--- src/rtl/cfg_pkt_pkg.sv ---
package cfg_pkt_pkg;

  localparam int WORD_W   = 32;
  localparam int BYTE_W   = 8;
  localparam int BYTES_PW = WORD_W / BYTE_W;

  // header field layout
  localparam int TYPE_LSB = 29;
  localparam int OP_LSB   = 27;
  localparam int ADDR_LSB = 13;
  localparam int ADDR_W   = 5;
  localparam int T1_CW    = 11;
  localparam int T2_CW    = 27;

  localparam logic [2:0] HT_TYPE1 = 3'b001;
  localparam logic [2:0] HT_TYPE2 = 3'b010;

  localparam logic [1:0] OP_NOP = 2'b00;
  localparam logic [1:0] OP_WR  = 2'b10;
  localparam logic [1:0] OP_RSV = 2'b11;

  typedef enum logic [1:0] {
    ST_HUNT = 2'd0,
    ST_HDR  = 2'd1,
    ST_PAY  = 2'd2
  } pstate_e;

endpackage

--- src/rtl/cfg_word_asm.sv ---
module cfg_word_asm #(
  parameter int BYTE_W = 8,
  parameter int BYTES  = 4,
  localparam int WORD_W = BYTE_W * BYTES,
  localparam int CW     = (BYTES > 1) ? $clog2(BYTES) : 1
) (
  input  logic              clk,
  input  logic              rst_n,
  input  logic [BYTE_W-1:0] byte_in,
  input  logic              byte_vld,
  input  logic              align,
  output logic [WORD_W-1:0] word_next,
  output logic              byte_stb,
  output logic              word_stb
);

  localparam logic [CW-1:0] LAST = CW'(BYTES - 1);

  logic [WORD_W-1:0] sh_q, sh_d;
  logic [CW-1:0]     cnt_q, cnt_d;

  assign word_next = {sh_q[WORD_W-BYTE_W-1:0], byte_in};
  assign byte_stb  = byte_vld;
  assign word_stb  = byte_vld && (cnt_q == LAST);

  always_comb begin
    sh_d  = sh_q;
    cnt_d = cnt_q;
    if (byte_vld) begin
      sh_d = word_next;
      if (align || cnt_q == LAST) cnt_d = '0;
      else                        cnt_d = cnt_q + CW'(1);
    end
  end

  always_ff @(posedge clk or negedge rst_n) begin
    if (!rst_n) begin
      sh_q  <= '0;
      cnt_q <= '0;
    end else if (byte_vld) begin
      sh_q  <= sh_d;
      cnt_q <= cnt_d;
    end
  end

  AST_WORD_SPACING: assert property (@(posedge clk) disable iff (!rst_n)
    word_stb |=> !word_stb) else $error("word strobes too close");

endmodule

--- src/rtl/cfg_pkt_fsm.sv ---
module cfg_pkt_fsm
  import cfg_pkt_pkg::*;
#(
  parameter logic [WORD_W-1:0] SYNC_WORD   = 32'hAA99_5566,
  parameter logic [ADDR_W-1:0] CMD_ADDR    = 5'd4,
  parameter logic [WORD_W-1:0] DESYNC_CODE = 32'h0000_000D
) (
  input  logic              clk,
  input  logic              rst_n,
  input  logic              byte_stb,
  input  logic              word_stb,
  input  logic [WORD_W-1:0] word_next,
  output logic              align,
  output logic              out_valid,
  output logic [ADDR_W-1:0] out_addr,
  output logic [WORD_W-1:0] out_data,
  output logic              out_err
);

  pstate_e           state_q, state_d;
  logic [T2_CW-1:0]  cnt_q, cnt_d;
  logic [ADDR_W-1:0] addr_q, addr_d;
  logic              prev_q, prev_d;
  logic              ld_out, err_d;
  logic              ov_q, er_q;
  logic [ADDR_W-1:0] oa_q;
  logic [WORD_W-1:0] od_q;

  logic [2:0]        hdr_type;
  logic [1:0]        hdr_op;
  logic [ADDR_W-1:0] hdr_addr;
  logic [T1_CW-1:0]  t1_cnt;
  logic [T2_CW-1:0]  t2_cnt;

  assign hdr_type = word_next[TYPE_LSB +: 3];
  assign hdr_op   = word_next[OP_LSB +: 2];
  assign hdr_addr = word_next[ADDR_LSB +: ADDR_W];
  assign t1_cnt   = word_next[T1_CW-1:0];
  assign t2_cnt   = word_next[T2_CW-1:0];

  always_comb begin
    state_d = state_q;
    cnt_d   = cnt_q;
    addr_d  = addr_q;
    prev_d  = prev_q;
    align   = 1'b0;
    ld_out  = 1'b0;
    err_d   = 1'b0;
    unique case (state_q)
      ST_HUNT: begin
        if (byte_stb && word_next == SYNC_WORD) begin
          state_d = ST_HDR;
          align   = 1'b1;
          prev_d  = 1'b0;
        end
      end
      ST_HDR: begin
        if (word_stb) begin
          prev_d = 1'b0;
          if (hdr_type == HT_TYPE1) begin
            if (hdr_op == OP_RSV) begin
              err_d = 1'b1;
            end else if (hdr_op != OP_NOP) begin
              addr_d = hdr_addr;
              prev_d = 1'b1;
              if (hdr_op == OP_WR && t1_cnt != '0) begin
                cnt_d   = {{(T2_CW-T1_CW){1'b0}}, t1_cnt};
                state_d = ST_PAY;
              end
            end
          end else if (hdr_type == HT_TYPE2) begin
            if (!prev_q || hdr_op == OP_RSV) begin
              err_d = 1'b1;
            end else if (hdr_op == OP_WR && t2_cnt != '0) begin
              cnt_d   = t2_cnt;
              state_d = ST_PAY;
            end
          end else begin
            err_d = 1'b1;
          end
        end
      end
      ST_PAY: begin
        if (word_stb) begin
          ld_out = 1'b1;
          cnt_d  = cnt_q - T2_CW'(1);
          if (addr_q == CMD_ADDR && word_next == DESYNC_CODE) state_d = ST_HUNT;
          else if (cnt_q == T2_CW'(1))                        state_d = ST_HDR;
        end
      end
      default: state_d = ST_HUNT;
    endcase
  end

  always_ff @(posedge clk or negedge rst_n) begin
    if (!rst_n) begin
      state_q <= ST_HUNT;
      cnt_q   <= '0;
      addr_q  <= '0;
      prev_q  <= 1'b0;
      ov_q    <= 1'b0;
      er_q    <= 1'b0;
    end else begin
      state_q <= state_d;
      cnt_q   <= cnt_d;
      addr_q  <= addr_d;
      prev_q  <= prev_d;
      ov_q    <= ld_out;
      er_q    <= err_d;
    end
  end

  always_ff @(posedge clk or negedge rst_n) begin
    if (!rst_n) begin
      oa_q <= '0;
      od_q <= '0;
    end else if (ld_out) begin
      oa_q <= addr_q;
      od_q <= word_next;
    end
  end

  assign out_valid = ov_q;
  assign out_addr  = oa_q;
  assign out_data  = od_q;
  assign out_err   = er_q;

  AST_HUNT_QUIET: assert property (@(posedge clk) disable iff (!rst_n)
    (state_q == ST_HUNT && $past(state_q) == ST_HUNT) |-> !out_valid) else $error("write while hunting");
  AST_OUT_FROM_PAYLOAD: assert property (@(posedge clk) disable iff (!rst_n)
    out_valid |-> $past(state_q) == ST_PAY) else $error("write not from payload");
  AST_T2_ORPHAN: assert property (@(posedge clk) disable iff (!rst_n)
    (state_q == ST_HDR && word_stb && hdr_type == HT_TYPE2 && !prev_q) |=> out_err) else $error("orphan type 2 not flagged");
  AST_PAY_CNT: assert property (@(posedge clk) disable iff (!rst_n)
    state_q == ST_PAY |-> cnt_q != '0) else $error("payload with zero count");
  AST_ERR_NOT_OUT: assert property (@(posedge clk) disable iff (!rst_n)
    !(out_valid && out_err)) else $error("error and write together");
  AST_DESYNC: assert property (@(posedge clk) disable iff (!rst_n)
    (state_q == ST_PAY && word_stb && addr_q == CMD_ADDR && word_next == DESYNC_CODE)
      |=> state_q == ST_HUNT) else $error("desync ignored");

endmodule

--- src/rtl/cfg_pkt_parser.sv ---
module cfg_pkt_parser
  import cfg_pkt_pkg::*;
#(
  parameter logic [WORD_W-1:0] SYNC_WORD   = 32'hAA99_5566,
  parameter logic [ADDR_W-1:0] CMD_ADDR    = 5'd4,
  parameter logic [WORD_W-1:0] DESYNC_CODE = 32'h0000_000D
) (
  input  logic              clk,
  input  logic              rst_n,
  input  logic [BYTE_W-1:0] in_data,
  input  logic              in_valid,
  output logic              in_ready,
  output logic              wr_valid,
  output logic [ADDR_W-1:0] wr_addr,
  output logic [WORD_W-1:0] wr_data,
  output logic              pkt_err
);

  logic              rs_meta_q, rs_q;
  logic              byte_vld, byte_stb, word_stb, align;
  logic [WORD_W-1:0] word_next;

  // reset asserts at once, releases on the clock
  always_ff @(posedge clk or negedge rst_n) begin
    if (!rst_n) begin
      rs_meta_q <= 1'b0;
      rs_q      <= 1'b0;
    end else begin
      rs_meta_q <= 1'b1;
      rs_q      <= rs_meta_q;
    end
  end

  assign in_ready = rs_q;
  assign byte_vld = in_valid && in_ready;

  cfg_word_asm #(.BYTE_W(BYTE_W), .BYTES(BYTES_PW)) i_asm (
    .clk       (clk),
    .rst_n     (rs_q),
    .byte_in   (in_data),
    .byte_vld  (byte_vld),
    .align     (align),
    .word_next (word_next),
    .byte_stb  (byte_stb),
    .word_stb  (word_stb)
  );

  cfg_pkt_fsm #(
    .SYNC_WORD   (SYNC_WORD),
    .CMD_ADDR    (CMD_ADDR),
    .DESYNC_CODE (DESYNC_CODE)
  ) i_fsm (
    .clk       (clk),
    .rst_n     (rs_q),
    .byte_stb  (byte_stb),
    .word_stb  (word_stb),
    .word_next (word_next),
    .align     (align),
    .out_valid (wr_valid),
    .out_addr  (wr_addr),
    .out_data  (wr_data),
    .out_err   (pkt_err)
  );

endmodule

--- config.mk ---
export PLATFORM = sky130hd
export DESIGN_NAME = cfg_pkt_parser
export DESIGN_NICKNAME = d
export VERILOG_FILES = /design/src/rtl/cfg_pkt_pkg.sv /design/src/rtl/cfg_word_asm.sv /design/src/rtl/cfg_pkt_fsm.sv /design/src/rtl/cfg_pkt_parser.sv
export SDC_FILE = /design/constraint.sdc
export NUM_CORES = 1
export LEC_CHECK = 0
export BUFFER_PORTS_ARGS = -buffer_cell sky130_fd_sc_hd__buf_2
export CAP_MARGIN = 30
export CORE_MARGIN = 2
export CORE_UTILIZATION = 55
export CTS_CLUSTER_SIZE = 8
export DETAILED_ROUTE_END_ITERATION = 8
export PLACE_DENSITY = 0.74
export SYNTH_ARGS = -nofsm -noshare
export SYNTH_HDL_FRONTEND = slang
export SYNTH_HIERARCHICAL = 1
export SYNTH_SLANG_ARGS = --single-unit
--- constraint.sdc ---
create_clock -name clk -period 4.46 [get_ports clk]
set_input_delay 1.338 -clock clk [delete_from_list [all_inputs] [get_ports clk]]
set_output_delay 1.338 -clock clk [all_outputs]
set_load 0.005 [all_outputs]
-- Word level (Yosys, flattened, before mapping)
Index checks and enable logic that the tools add are counted.
- reductions and logical operators: 19
- $add $sub $neg: 2
- bitwise operators: 1
- muxes and demuxes: 40
- eq/ne operators: 21
- operator list (cell ; number):
    $mux W27 ; 9
    $pmux W27 S2 ; 1
    $eq A32 B32 Y1 const B ; 1
    $eq A32 B4 Y1 const B ; 1
    $eq A27 B1 Y1 const B ; 1
    $reduce_bool A27 Y1 ; 1
    $sub A27 B1 Y27 const B ; 1
    $mux W2 ; 13
    $mux W1 ; 15
    $reduce_bool A11 Y1 ; 1
    $reduce_and A10 Y1 ; 1
    $ne A3 B1 Y1 const B ; 3
    $ne A3 B3 Y1 const B ; 3
    $reduce_and A9 Y1 ; 1
    $eq A2 B2 Y1 const B ; 4
    $logic_and A1 B1 Y1 ; 6
    $ne A2 B1 Y1 const B ; 3
    $pmux W2 S3 ; 1
    $reduce_bool A2 Y1 ; 3
    $eq A5 B3 Y1 const B ; 1
    $reduce_and A5 Y1 ; 1
    $eq A3 B1 Y1 const B ; 1
    $eq A3 B2 Y1 const B ; 1
    $ne A3 B2 Y1 const B ; 1
    other kinds (8) ; 9
- word-level logic and storage cells: 95
- register bits: 102
- output and inout port bits: 40
- input bits: 11

-- Longest topological paths before layout
Gate-level depths: netlist of run 1.
- depth in word-level cells: 8
- mapped depth: 11
- mapped depth without buffers: 8

-- Hierarchy
Netlist of run 1, hierarchy kept.
- by module, submodules not included (module ; times used ; sequential area each (µm²) ; area an instance (µm²) ; cells an instance):
    cfg_pkt_fsm ; 1 ; 1851.8 ; 3849.9 ; 383
    cfg_word_asm ; 1 ; 650.6 ; 1167.4 ; 70
    cfg_pkt_parser ; 1 ; 50.0 ; 60.1 ; 4

-- Least setup slack after synthesis of run 1
OpenSTA, ideal clock, no wires.
- path type: reg2reg
- start point: reg rs_q (netlist: in_ready)
- end point: reg i_fsm.cnt_q[2]
- setup slack: -32 ps
- path buffers: 3
- period minus slack after synthesis: 4492 ps
- stages on the path, launching flop included: 11
- setup time: 121 ps
- required time: 4339 ps
- arrival time: 4370 ps
- cell sequence: dfrtp_1 and2_1 buf_6 buf_12 and2_2 inv_1 a2111oi_4 a2bb2oi_2 o2111ai_1 buf_2 o22a_1
- word-level cells in the longest chain between the ends: 4
- elaborated cells between the ends (all ways): 5
- classes of those cells: eq/ne: 2; reduce/logical: 3
- RTL lines (item ; RTL line ; text):
    from (decl) ; cfg_pkt_parser.sv:19 ; logic rs_meta_q, rs_q;
    from (signal assigned) ; cfg_pkt_parser.sv:30 ; rs_q <= rs_meta_q;
    $logic_and A1 B1 Y1 * ; cfg_pkt_parser.sv:35 ; assign byte_vld = in_valid && in_ready;
    net byte_vld ; cfg_pkt_parser.sv:20 ; logic byte_vld, byte_stb, word_stb, align;
    $logic_and A1 B1 Y1 * ; cfg_word_asm.sv:24 ; assign word_stb = byte_vld && (cnt_q == LAST);
    net word_stb ; cfg_pkt_parser.sv:20 ;
    $ne A2 B1 Y1 (no source line) ; n/a ;
    $reduce_and A9 Y1 (no source line) * ; n/a ;
    to (signal assigned) ; cfg_pkt_fsm.sv:105 ; cnt_q <= cnt_d;
    to (decl) ; cfg_pkt_fsm.sv:21 ; logic [T2_CW-1:0] cnt_q, cnt_d;
The timed path passes the listed nets; every way through them passes the cells marked *.
A chain may end at the register's enable or synchronous reset.

-- Worst setup path in the final report of run 1
- start point: in in_data[0]
- end point: reg i_fsm.cnt_q[18]
- word-level cells in the longest chain between the ends: 4
- elaborated cells between the ends (all ways): 7
- classes of those cells: eq/ne: 2; reduce/logical: 5
- RTL lines (item ; RTL line ; text):
    from (decl) ; cfg_pkt_parser.sv:10 ; input logic [BYTE_W-1:0] in_data,
    $reduce_bool A27 Y1 / $reduce_bool A11 Y1 (equally long branches) ; cfg_pkt_fsm.sv:74, cfg_pkt_fsm.sv:66 ;
    $logic_and A1 B1 Y1, on equally long branches ; cfg_pkt_fsm.sv:74, cfg_pkt_fsm.sv:66 ;
    $ne A3 B1 Y1 (no source line) / $ne A3 B3 Y1 (equally long branches) ; n/a ;
    $reduce_and A9 Y1 (no source line) * ; n/a ;
Mark *: on every way between the ends. The rest lies on a longest branch, timed or not.

==> results of run 1 <==
-- registers in the layout, indices dropped and copies added, names as in the netlist --
| name | count |
|---|---|
| i_fsm/prev_q | 1 |
| i_fsm/out_err | 1 |
| i_asm/sh_q | 24 |
| in_ready | 1 |
| i_fsm/out_valid | 1 |
| rs_meta_q | 1 |
| i_fsm/cnt_q | 27 |
| i_fsm/out_addr | 5 |
| i_fsm/out_data | 32 |
| i_fsm/state_q | 2 |
| i_fsm/addr_q | 5 |
| i_asm/cnt_q | 2 |
-- per-layer routing --
layer,global-route usage [%],vias to the layer above,routed length [um]
met3,5.22,34,788
li1,-,1740,-
met4,7.48,0,257
met2,39.5,151,5680
met5,0,-,0
met1,33.7,1876,5120
-- through the flow --
step / util [%] / cells
after CTS: 60.7 / 611
after global routing: 60.7 / 611
final: 60.7 / 611
after floorplan: - / 457
after global placement: 58.6 / 595
after detailed placement: 58.6 / 595
-- final timing paths --
kind	startpoint	to	slack, ps
min in group asynchronous	in_ready	i_fsm/out_data[6]	400
max	in_data[0]	i_fsm/cnt_q[18]	1170
min reg2reg	rs_meta_q	in_ready	370
min	rs_meta_q	in_ready	370
max reg2reg	i_asm/sh_q[23]	i_fsm/cnt_q[20]	1360
max in group asynchronous	in_ready	i_asm/sh_q[0]	2860
-- final cells by class --
cell class,count,area [um^2],area share [%]
well taps,111,139,2.51
multi-input cells,313,2290,41.4
clock inverters,6,52.6,0.951
inverters,11,41.3,0.747
repair buffers,58,310,5.61
clock buffers,10,138,2.49
flip-flops and latches,102,2560,46.2
-- report_power, final --
group	total [W]	switching, W	internal (W)
registers	0.00112	0.000135	0.000990
logic	0.000313	0.000165	0.000148
clock network	0.000561	0.000335	0.000226
total	0.00200	0.000635	0.00136
-- cell families after synthesis --
| logic type | Yosys count | share of synthesized area (%) |
|---|---|---|
| buffers and inverters | 42 | 4.73 |
| multiplexers | 63 | 15.2 |
| flip-flops | 102 | 50.3 |
| other | 1 | 0.0739 |
| adder cells (fa/ha/maj) | 6 | 1.48 |
| AND/OR/NAND/NOR | 133 | 13.7 |
| XOR/XNOR | 1 | 0.173 |
| AO/OA/AOI/OAI | 109 | 14.4 |
-- cell usage in the layout (no fill, tap or decap), drive strengths merged, types with 2 or more instances in the layout --
cell type    n
dfrtp      102
mux2        63
buf         58
o21ai       43
nor2        41
a21oi       27
nand2       21
nor3        19
nor4        13
inv         13
clkbuf      10
nand3        8
ha           6
nand4        6
a32oi        6
a31oi        6
a22oi        5
nand2b       4
nor2b        4
a2bb2oi      4
or3          4
o22a         3
o22ai        3
and2         3
clkinvlp     2
clkinv       2
a2111oi      2
or4          2
-- critical path: stages --
cell and delay [ps]:
buf_2 130, nor4_1 510, nand4_1 160, or3_1 410
o2111ai_2 430, buf_4 370, nor2_2 60, a2bb2oi_2 120
==> run summary, run 1 <==
outcome -> finished, final reports clean
Pwr Total -> 0.00200 W
Data required, critical path -> 4700 ps
top cells by count, synth -> dfrtp_1, mux2_2, nor2_1, o21ai_1, a21oi_1
IO Count -> 51
max-slew violation count -> 0
CTS root buf -> clkbuf_8
pre-CTS setup slack -> 825 ps
Detail Route Antenna Nets -> 0
critical path endpoint category -> flip-flop
number of distinct library cells after synthesis -> 64
Post-Syn Nets -> 474
CTS clk-pin slew, worst paths -> 110 ps
Core ar. -> 9110 um^2
Vias -> 3801
RSZ-0062 raised after global routing -> false
nets -> 512
CTS Buffer Depth -> 2
Initial Util -> 55.7%
largest net degree at the start of global routing -> 68
Fin Setup TNS -> 0 ps
crit path kind -> input pin to flip-flop
Post-CTS Hold Buffers -> 0
Chip Width -> 100 um
synthesized area -> 5080 um^2
die height -> 100 um
Main synth FF type -> dfrtp_1
fin worst setup slack -> 1170 ps
final worst path period share -> 73.8%
share of layout cells above drive strength 1 -> 30.8%
Area Overhead vs Synth -> 8.87%
synthesis warning total -> 6
# resized after CTS -> 0
Die ar. -> 10000 um^2
Fmax achieved -> 304 MHz
Yosys top cell by area -> dfrtp_1
Filler cells -> 768
vias in the first global route -> 3637
CP startpoint kind -> input pin
Post-Syn Area per Cell -> 11.1 um^2
hold path depth -> 0
DP Area -> 5340 um^2
Data arrival, critical path -> 3530 ps
Clock H-tree levels -> 3
antenna violations before repair -> 0
Total Wirelength -> 11800 um
Gate Count Post-Synth -> 457
Seq/Total Area, Yosys -> 50.3%
total CTS buffers -> 9
DR vias/cell -> 6.22
synth top area cells -> dfrtp_1, mux2_2, mux2_4
cell with the most instances after synthesis -> dfrtp_1
static leakage -> 2.68 nW
Period minus WS final -> 3290 ps
Worst-Margin Slew -> 1010 ps
first drt pass iteration count -> 5
CTS sink cnt -> 102
number of max-cap violations -> 0
Yosys reg bits -> 102
CTS tree -> yes
Yosys top cell area share -> 50.3%
maximum VDD drop -> 214 uV
WHS -> 370 ps
first-pass GRT wire length -> 19000 um
Reg2Reg Depth -> 7
crit-path max FO -> 22
fin area -> 5530 um^2
HPWL Detailed -> 8020 um
1st-iter DRT viols -> 326
Power Dens Cells -> 362 nW/um^2
Overflow after GRT -> 0
Final Setup Violations -> 0
Hold Fails Final Rpt -> 0
Post-synth EDFFs -> 0
DRC Markers -> 0
Rel. slew slack -> 32.4%
clock latency on the worst-skew pair -> 360 ps
site row count -> 35
worst-case clock skew -> 10.7 ps
Post-CTS Repair Setup Buffers -> 0
GRT Util Overall -> 24.5%
port bufs -> 50
GP Congestion -> 0.948
Worst Hold Class -> flip-flop to flip-flop
async set-or-reset flop fraction in the synthesized netlist -> 100%
Avg WL per Cell -> 19.4 um
ANT cells -> 0
(Power assumes the default switching activity.)
==> run 2: changes to the inputs <==
CORE_UTILIZATION = 53   (was 55)
PLACE_DENSITY = 0.75   (was 0.74)
clock period = 2.8 ns   (was 4.46 ns; I/O delays follow)
==> run 2 against run 1 <==
Compared with the run above:
- worst setup slack worse by 890 ps
- power increased by 63%
- routed wire length grew 2.0%
- via count rose by 3.7%
- utilization up 1.1 points
- clock skew up 0.78 ps
- combinational power up 83%
- cell count grew 5.9%
- final area up 3.7%
- first-iteration DRC count fell by 21%
- clock-buffer cell count did not move
- critical path type is now flip-flop to flip-flop
- largest cell class unchanged
- largest power group unchanged
==> run summary, run 2 (synthesis gave the netlist of run 1 again) <==
outcome -> finished, final reports clean (unchanged)
final worst path period share -> 90.1%
1st-iter DRT viols -> 258 (was 326)
maximum VDD drop -> 326 uV (was 214 uV)
Top delay family on crit path -> simple AND/OR/NAND/NOR gates (unchanged)
worst-case clock skew -> 11.4 ps (was 10.7 ps)
total CTS buffers -> 9 (unchanged)
CTS clk-pin slew, worst paths -> 100 ps (was 110 ps)
DR vias/cell -> 6.09 (was 6.22)
Post-CTS Hold Buffers -> 0 (unchanged)
Reg2Reg Depth -> 6 (was 7)
Final Setup Violations -> 0 (unchanged)
DRC Markers -> 0 (unchanged)
Worst Hold Class -> input pin to asynchronous set/reset pin (was flip-flop to flip-flop)
number of max-cap violations -> 0 (unchanged)
most common cell after layout, fill and taps aside -> dfrtp_1 (unchanged)
GP Congestion -> 0.956 (was 0.948)
Data arrival, critical path -> 2830 ps (was 3530 ps)
share of layout cells above drive strength 1 -> 33.6% (was 30.8%)
worst-path cell chain -> nor4_1 -> nand3_1 -> nor4_1 -> nor3_1 -> a2111oi_2 -> o22a_1 (was buf_2 -> nor4_1 -> nand4_1 -> or3_1 -> o2111ai_2 -> buf_4 -> nor2_2 -> a2bb2oi_2)
ANT cells -> 0 (unchanged)
Slowest-stage cell, CP -> nor4_1 (unchanged)
critical path's most frequent cell -> nor4_1
first drt pass iteration count -> 5 (unchanged)
RSZ-0062 raised after global routing -> false (unchanged)
max reg flops -> 32 (unchanged)
CTS root buf -> clkbuf_8 (unchanged)
pre-CTS setup slack -> 123 ps (was 825 ps)
die height -> 102 um (was 100 um)
most frequent cells in the layout -> dfrtp_1, buf_2, mux2_2, nor2_1, o21ai_1 (unchanged)
fin worst setup slack -> 278 ps (was 1170 ps)
Period minus WS final -> 2520 ps
Data required, critical path -> 3110 ps (was 4700 ps)
Clock H-tree levels -> 3 (unchanged)
Area Overhead vs Synth -> 12.9% (was 8.87%)
Hold Fails Final Rpt -> 0 (unchanged)
CTS tree -> yes (unchanged)
site row count -> 35 (unchanged)
static leakage -> 2.79 nW (was 2.68 nW)
GRT Util Overall -> 24.8% (was 24.5%)
crit path kind -> flip-flop to flip-flop (was input pin to flip-flop)
Post-CTS Repair Setup Buffers -> 0 (unchanged)
Chip Width -> 102 um (was 100 um)
Initial Util -> 54.7% (was 55.7%)
HPWL Detailed -> 8490 um (was 8020 um)
antenna violations before repair -> 0 (unchanged)
CTS sink cnt -> 102 (unchanged)
nets -> 530 (was 512)
fin area -> 5730 um^2 (was 5530 um^2)
Fmax achieved -> 396 MHz
Finished Layout Cells -> 647 (was 611)
Overflow after GRT -> 0 (unchanged)
vias in the first global route -> 3846 (was 3637)
port bufs -> 50 (unchanged)
Die ar. -> 10400 um^2 (was 10000 um^2)
DP Area -> 5540 um^2 (was 5340 um^2)
CP startpoint kind -> flip-flop (was input pin)
CTS Buffer Depth -> 2 (unchanged)
critical path endpoint category -> flip-flop (unchanged)
Total Wirelength -> 12100 um (was 11800 um)
# resized after CTS -> 0 (unchanged)
crit-path max FO -> 5 (was 22)
clock latency on the worst-skew pair -> 370 ps (was 360 ps)
IO Count -> 51 (unchanged)
R2R setup slack -> 280 ps (was 1360 ps)
Detail Route Antenna Nets -> 0 (unchanged)
Avg WL per Cell -> 18.7 um (was 19.4 um)
first-pass GRT wire length -> 19700 um (was 19000 um)
largest net degree at the start of global routing -> 55 (was 68)
Vias -> 3941 (was 3801)
Rel. slew slack -> 35.5% (was 32.4%)
max-slew violation count -> 0 (unchanged)
CP max stage delay -> 550 ps (was 510 ps)
R2R Path Start -> i_asm/sh_q[13] (was i_asm/sh_q[23])
critical path buffer and inverter count -> 0 (was 2)
Core ar. -> 9280 um^2 (was 9110 um^2)
Finished Core Util -> 61.8% (was 60.7%)
Power Dens Cells -> 569 nW/um^2 (was 362 nW/um^2)
Worst-Margin Slew -> 963 ps (was 1010 ps)
Pwr Total -> 0.00326 W (was 0.00200 W)
reg2reg end -> i_fsm/state_q[0] (was i_fsm/cnt_q[20])
Placed Instances -> 631 (was 595)
[run 2: cell types whose count changed in the layout (fill, tap and decap cells not counted), sizes merged]
cell / previous run / this run
buf: 58 / 76
bufinv: 0 / 1
clkinvlp: 2 / 1
[run 2: worst register-to-register path: stages, from the launching register on]
cell and delay (ps):
dfrtp_1 460, nor4_1 550, nand3_1 200, nor4_1 540, nor3_1 180, a2111oi_2 360
o22a_1 180
[run 2: metrics by stage]
| stage | hold WS, ps | setup TNS [ps] |
|---|---|---|
| floorplan | 331 | -3010 |
| global placement | 342 | 0 |
| detailed placement | 347 | 0 |
| CTS | 221 | 0 |
| global route | 218 | 0 |
| finish | 230 | 0 |
[run 2: how the worst max path moves through the flow]
stage | depth (start not counted) | slack [ps] | start | endpoint
after global routing | 6 | 130 | i_asm/sh_q[13] | i_fsm/state_q[0]
after global placement | 9 | 190 | in_data[0] | i_fsm/cnt_q[23]
after floorplan | 10 | -130 | in_ready | i_fsm/cnt_q[2]
after CTS | 6 | 360 | i_asm/sh_q[13] | i_fsm/state_q[0]
final | 6 | 280 | i_asm/sh_q[13] | i_fsm/state_q[0]
after detailed placement | 10 | 120 | in_data[0] | i_fsm/cnt_q[12]
[run 2: per-layer routing]
| layer | global-route usage, % | routed length, um | vias up |
|---|---|---|---|
| li1 | - | - | 1779 |
| met3 | 4.17 | 789 | 34 |
| met4 | 11.4 | 433 | 0 |
| met1 | 33.5 | 5160 | 1973 |
| met5 | 0 | 0 | - |
| met2 | 39.7 | 5700 | 155 |
[run 2: layout make-up]
cell class | instances | area (um^2)
Multi-Input combinational cell | 313 | 2310
Fill cell | 774 | 3550
Clock buffer | 10 | 128
Tap cell | 129 | 161
Clock inverter | 6 | 68.8
Inverter | 11 | 41.3
Sequential cell | 102 | 2560
Timing Repair Buffer | 76 | 470
[run 2: where the power goes]
part           switching, W  internal [W]  total (W)
Sequential         0.000180       0.00158    0.00176
Clock              0.000514      0.000420   0.000934
Combinational      0.000304      0.000269   0.000573
